### src/rtl/irq_speed_pkg.sv
package irq_speed_pkg;
  localparam int DW = 8;

  typedef enum logic [1:0] {
    SEL_FLAG  = 2'd0,
    SEL_EN    = 2'd1,
    SEL_COMPAT= 2'd2,
    SEL_SPEED = 2'd3
  } reg_sel_e;

  function automatic logic [DW-1:0] flag_byte(input logic [4:0] req);
    return {3'b111, req};
  endfunction

  function automatic logic [DW-1:0] speed_byte(input logic dbl, input logic arm);
    return {dbl, 6'b111111, arm};
  endfunction
endpackage

### src/rtl/ctrl_regs_decode.sv
module ctrl_regs_decode #(
  parameter int AW = 16,
  parameter logic [AW-1:0] A_FLAG   = 16'hFF0F,
  parameter logic [AW-1:0] A_EN     = 16'hFFFF,
  parameter logic [AW-1:0] A_COMPAT = 16'hFF4C,
  parameter logic [AW-1:0] A_SPEED  = 16'hFF4D
) (
  input  logic [AW-1:0] addr,
  output logic [3:0]    sel
);
  localparam logic [AW-1:0] TABLE [4] = '{A_FLAG, A_EN, A_COMPAT, A_SPEED};
  for (genvar i = 0; i < 4; i++) begin : g_match
    assign sel[i] = (addr == TABLE[i]);
  end
endmodule

### src/rtl/irq_flag_port.sv
module irq_flag_port #(
  parameter int N = 5
) (
  input  logic         wr,
  input  logic [N-1:0] wbits,
  output logic [N-1:0] set_p,
  output logic [N-1:0] clr_p
);
  for (genvar i = 0; i < N; i++) begin : g_bit
    assign set_p[i] = wr &  wbits[i];
    assign clr_p[i] = wr & ~wbits[i];
  end
endmodule

### src/rtl/speed_ctrl.sv
module speed_ctrl (
  input  logic clk,
  input  logic rst_n,
  input  logic wr_arm,
  input  logic arm_val,
  input  logic exec,
  output logic dbl,
  output logic armed,
  output logic fire,
  output logic changed
);
  assign fire = exec & armed;

  always_ff @(posedge clk) begin
    if (!rst_n) begin
      dbl     <= 1'b0;
      armed   <= 1'b0;
      changed <= 1'b0;
    end else begin
      changed <= fire;
      if (fire) begin
        dbl   <= ~dbl;
        armed <= 1'b0;
      end else if (wr_arm) begin
        armed <= arm_val;
      end
    end
  end
endmodule

### src/rtl/irq_speed_regs.sv
module irq_speed_regs
  import irq_speed_pkg::*;
#(
  parameter int AW    = 16,
  parameter int REQ_N = 5,
  parameter logic [AW-1:0] A_FLAG   = 16'hFF0F,
  parameter logic [AW-1:0] A_EN     = 16'hFFFF,
  parameter logic [AW-1:0] A_COMPAT = 16'hFF4C,
  parameter logic [AW-1:0] A_SPEED  = 16'hFF4D,
  parameter logic [7:0]    COMPAT_KEY = 8'h04
) (
  input  logic             clk,
  input  logic             rst_n,
  input  logic [AW-1:0]    bus_addr,
  input  logic             bus_we,
  input  logic [7:0]       bus_wdata,
  output logic [7:0]       bus_rdata,
  output logic             bus_rd_hit,
  input  logic [REQ_N-1:0] req_in,
  output logic [REQ_N-1:0] req_set,
  output logic [REQ_N-1:0] req_clr,
  output logic [7:0]       irq_enable,
  input  logic             spd_exec,
  output logic             double_speed,
  output logic             speed_changed,
  output logic             compat_mode
);
  logic [3:0] sel;
  logic [3:0] wsel;
  logic       armed;
  logic       exec_fire;
  logic [7:0] en_q;
  logic [7:0] compat_q;
  logic       compat_sticky_q;

  ctrl_regs_decode #(.AW(AW), .A_FLAG(A_FLAG), .A_EN(A_EN),
                     .A_COMPAT(A_COMPAT), .A_SPEED(A_SPEED)) u_dec (
    .addr(bus_addr), .sel(sel)
  );

  assign wsel = sel & {4{bus_we}};

  irq_flag_port #(.N(REQ_N)) u_flag (
    .wr(wsel[SEL_FLAG]), .wbits(bus_wdata[REQ_N-1:0]),
    .set_p(req_set), .clr_p(req_clr)
  );

  speed_ctrl u_spd (
    .clk(clk), .rst_n(rst_n),
    .wr_arm(wsel[SEL_SPEED]), .arm_val(bus_wdata[0]),
    .exec(spd_exec),
    .dbl(double_speed), .armed(armed), .fire(exec_fire),
    .changed(speed_changed)
  );

  always_ff @(posedge clk) begin
    if (!rst_n) begin
      en_q            <= '0;
      compat_q        <= '0;
      compat_sticky_q <= 1'b0;
    end else begin
      if (wsel[SEL_EN])     en_q <= bus_wdata;
      if (wsel[SEL_COMPAT]) begin
        compat_q <= bus_wdata;
        if (bus_wdata == COMPAT_KEY) compat_sticky_q <= 1'b1;
      end
    end
  end

  assign irq_enable  = en_q;
  assign compat_mode = compat_sticky_q;
  assign bus_rd_hit  = |sel;

  always_comb begin
    bus_rdata = '0;
    unique case (1'b1)
      sel[SEL_FLAG]:   bus_rdata = flag_byte(req_in);
      sel[SEL_EN]:     bus_rdata = en_q;
      sel[SEL_COMPAT]: bus_rdata = compat_q;
      sel[SEL_SPEED]:  bus_rdata = speed_byte(double_speed, armed);
      default:         bus_rdata = '0;
    endcase
  end
endmodule

### config.mk
export PLATFORM = sky130hd
export DESIGN_NAME = irq_speed_regs
export DESIGN_NICKNAME = d
export VERILOG_FILES = /design/src/rtl/irq_speed_pkg.sv /design/src/rtl/ctrl_regs_decode.sv /design/src/rtl/irq_flag_port.sv /design/src/rtl/speed_ctrl.sv /design/src/rtl/irq_speed_regs.sv
export SDC_FILE = /design/constraint.sdc
export NUM_CORES = 1
export LEC_CHECK = 0
export ABC_AREA = 1
export BUFFER_PORTS_ARGS = -buffer_cell sky130_fd_sc_hd__buf_2
export CORE_MARGIN = 1
export CORE_UTILIZATION = 37
export DETAILED_ROUTE_END_ITERATION = 10
export MAX_ROUTING_LAYER = met4
export PLACE_DENSITY = 0.7
export SETUP_SLACK_MARGIN = 0.15
export SYNTH_ARGS = -nofsm -noshare
export SYNTH_HDL_FRONTEND = slang
export SYNTH_SLANG_ARGS = --single-unit
### constraint.sdc
create_clock -name clk -period 0.8 [get_ports clk]
set_input_delay 0.04 -clock clk [delete_from_list [all_inputs] [get_ports clk]]
set_output_delay 0.04 -clock clk [all_outputs]
set_load 0.01 [all_outputs]
==> impl_metrics.ini <==
[finish]
n_antenna_cell = 0
final_area_sq_um = 2730
final_cell_mix = buf_6, buf_2, nand2_1
finish.utilization_pct = 78.8
drive_gt1_share_pct = 64.2
stdcell_count = 367
nNetsFinal = 356
final_common_cell = buf_6
area_growth_pct = 95.6

[drt]
drt_iter0_drc = 144
routedWlPerCell_um = 16.5
antenna_left = 0
vias_per_cell = 5.31
drt-total-wl_mm = 6.05
drc_errors = 0
dr.pass1.iters = 4
num_vias = 1947

[clock_network]
cts_sinks = 20
cts_hold_buffers = 0
cts_tree = yes
h-tree-depth = 1
ctsRootBufferMaster = clkbuf_8
cts_buffers = 3
clk_pin_slew_ns = 0.08
cts_buffer_depth = 2
insertion_delay_ns = 0.26

[logic_synthesis]
yosysWarnings = 0
synthSimpleGateAreaFrac_pct = 50.9
synth_area_sq_um = 1400
synth-seq-cells = 20
synth.avg_cell_area_sq_um = 6.18
yosysSeqAreaShare_pct = 28.7
syn_nets = 259
synthXorXnorAreaFrac_pct = 0
synth_fa_ha_area_share_pct = 0
synth_top_family_by_area = simple AND/OR/NAND/NOR gates
synth.distinct_cells = 23
synthCells = 226
synth-compound-area-share_pct = 4.48
synthMuxAreaShare_pct = 0.806

[sta]
setup_slack_ns = -0.371
timing.hold.ws_ns = 0.0268
hold_viol_final = 0
min_period_ns = 1.17
fin_setup_tns_ns = -9.86
setup_viol = 38
fin_worst_skew_ns = 0.000176
worst_pin_slew_ns = 0.261
maxSlewViolCount = 0
slew_headroom_pct = 82.6
rsz0062_at_grt = yes
final.period_utilization_pct = 146
max_freq_ghz = 0.854

[critical_path]
path_max_fanout = 8
end_kind = primary output
crit_path_start_kind = primary input
critPathArrivalTime_ns = 1.13
worstPathRequired_ns = 0.76
critPathKind = primary input to primary output

[grt]
globalRouteTotalUtil_pct = 28.1
grt_pass1_vias = 1799
grt_start_max_net_pins = 17
grt_pass1_wl_mm = 8.44
antenna_found_initial = 0
gr-total-overflow = 0

[outcome]
status = finished with violations
failed_checks = setup timing

[pwr]
vdd_drop_max_mv = 0.819
finalPower_mw = 2.15
p_per_area_nw_per_um2 = 787
leakage_nw = 1.33

[placement]
place_area_sq_um = 2020
port_buffers = 62
place_ws_ns = -0.351
place_hpwl_mm = 2.86
globalplace.congestion = 0.806
dp_cells = 343

[die]
placementRows = 21
die_w_um = 63.4
core_sq_um = 3470
die_area_sq_um = 4020
fp.dieH_um = 63.4
ios = 63
initial_core_util_pct = 40.3

[job]
drv_cap = 0

[worst_hold_path]
timing.hold.worst.class = primary input to register
## repair_timing
item	in CTS	in global routing
resized for setup	99	29
pin swaps	29	16
setup buffers	11	7
endpoints found under the setup margin	49	49
cloned	3	0
## final cells by class
type	instances	area [sq um]
Sequential cell	20	414
Clock buffer	3	41.3
Multi-Input combinational cell	160	1100
Fill cell	234	737
Tap cell	46	57.6
Timing Repair Buffer	100	963
Inverter	38	159
## cell families (layout without fill, tap and decap cells)
family | after synthesis | in the layout
muxes | 1 | 1
AOI/OAI and AO/OA | 11 | 11
buffers and inverters | 47 | 141
and+or+nand+nor | 147 | 148
DFF | 20 | 20
## registers in the layout, indices dropped and copies added, names as in the netlist
name           count
u_spd.dbl          1
irq_enable         8
compat_q           8
u_spd.changed      1
compat_mode        1
u_spd.armed        1
## worst max-delay path: stages
cell and delay, ns:
buf_8 0.09, nand2_1 0.08, nor2_1 0.16, nand2_1 0.12
nor2_4 0.17, buf_12 0.15, buf_8 0.11, nand2_2 0.04
nand3_2 0.07, buf_6 0.10
## layer usage
| layer | routed length [um] | GRT usage (%) |
|---|---|---|
| met5 | 0 | - |
| met1 | 2320 | 30.7 |
| met2 | 3070 | 48.1 |
| met4 | 283 | 12.5 |
| met3 | 383 | 6.70 |
## cell usage after synthesis, drive strengths merged
cell type,count,area (sq um)
dfxtp,20,400
nand4,8,50.1
nor2,45,228
buf,6,57.5
o21ai,1,5.00
clkbuf,3,11.3
mux2,1,11.3
nand2,64,265
a21oi,10,57.6
inv,38,143
nand3,30,168
## power by group
| part | switching [mW] | total (mW) | internal [mW] |
|---|---|---|---|
| Clock | 0.363 | 0.700 | 0.337 |
| Sequential | 0.0000131 | 0.994 | 0.994 |
| Combinational | 0.247 | 0.456 | 0.209 |
## worst paths after layout
kind,from,to,slack (ns),cells after the start
worst max-delay path,bus_addr[5],bus_rdata[5],-0.37,10
worst min-delay path,spd_exec,u_spd.changed,0.03,3
worst max register to register,u_spd.dbl,u_spd.dbl,-0.05,2
worst min register to register,compat_mode,compat_mode,0.48,2
Note: power is estimated with default switching activity, not from simulation.
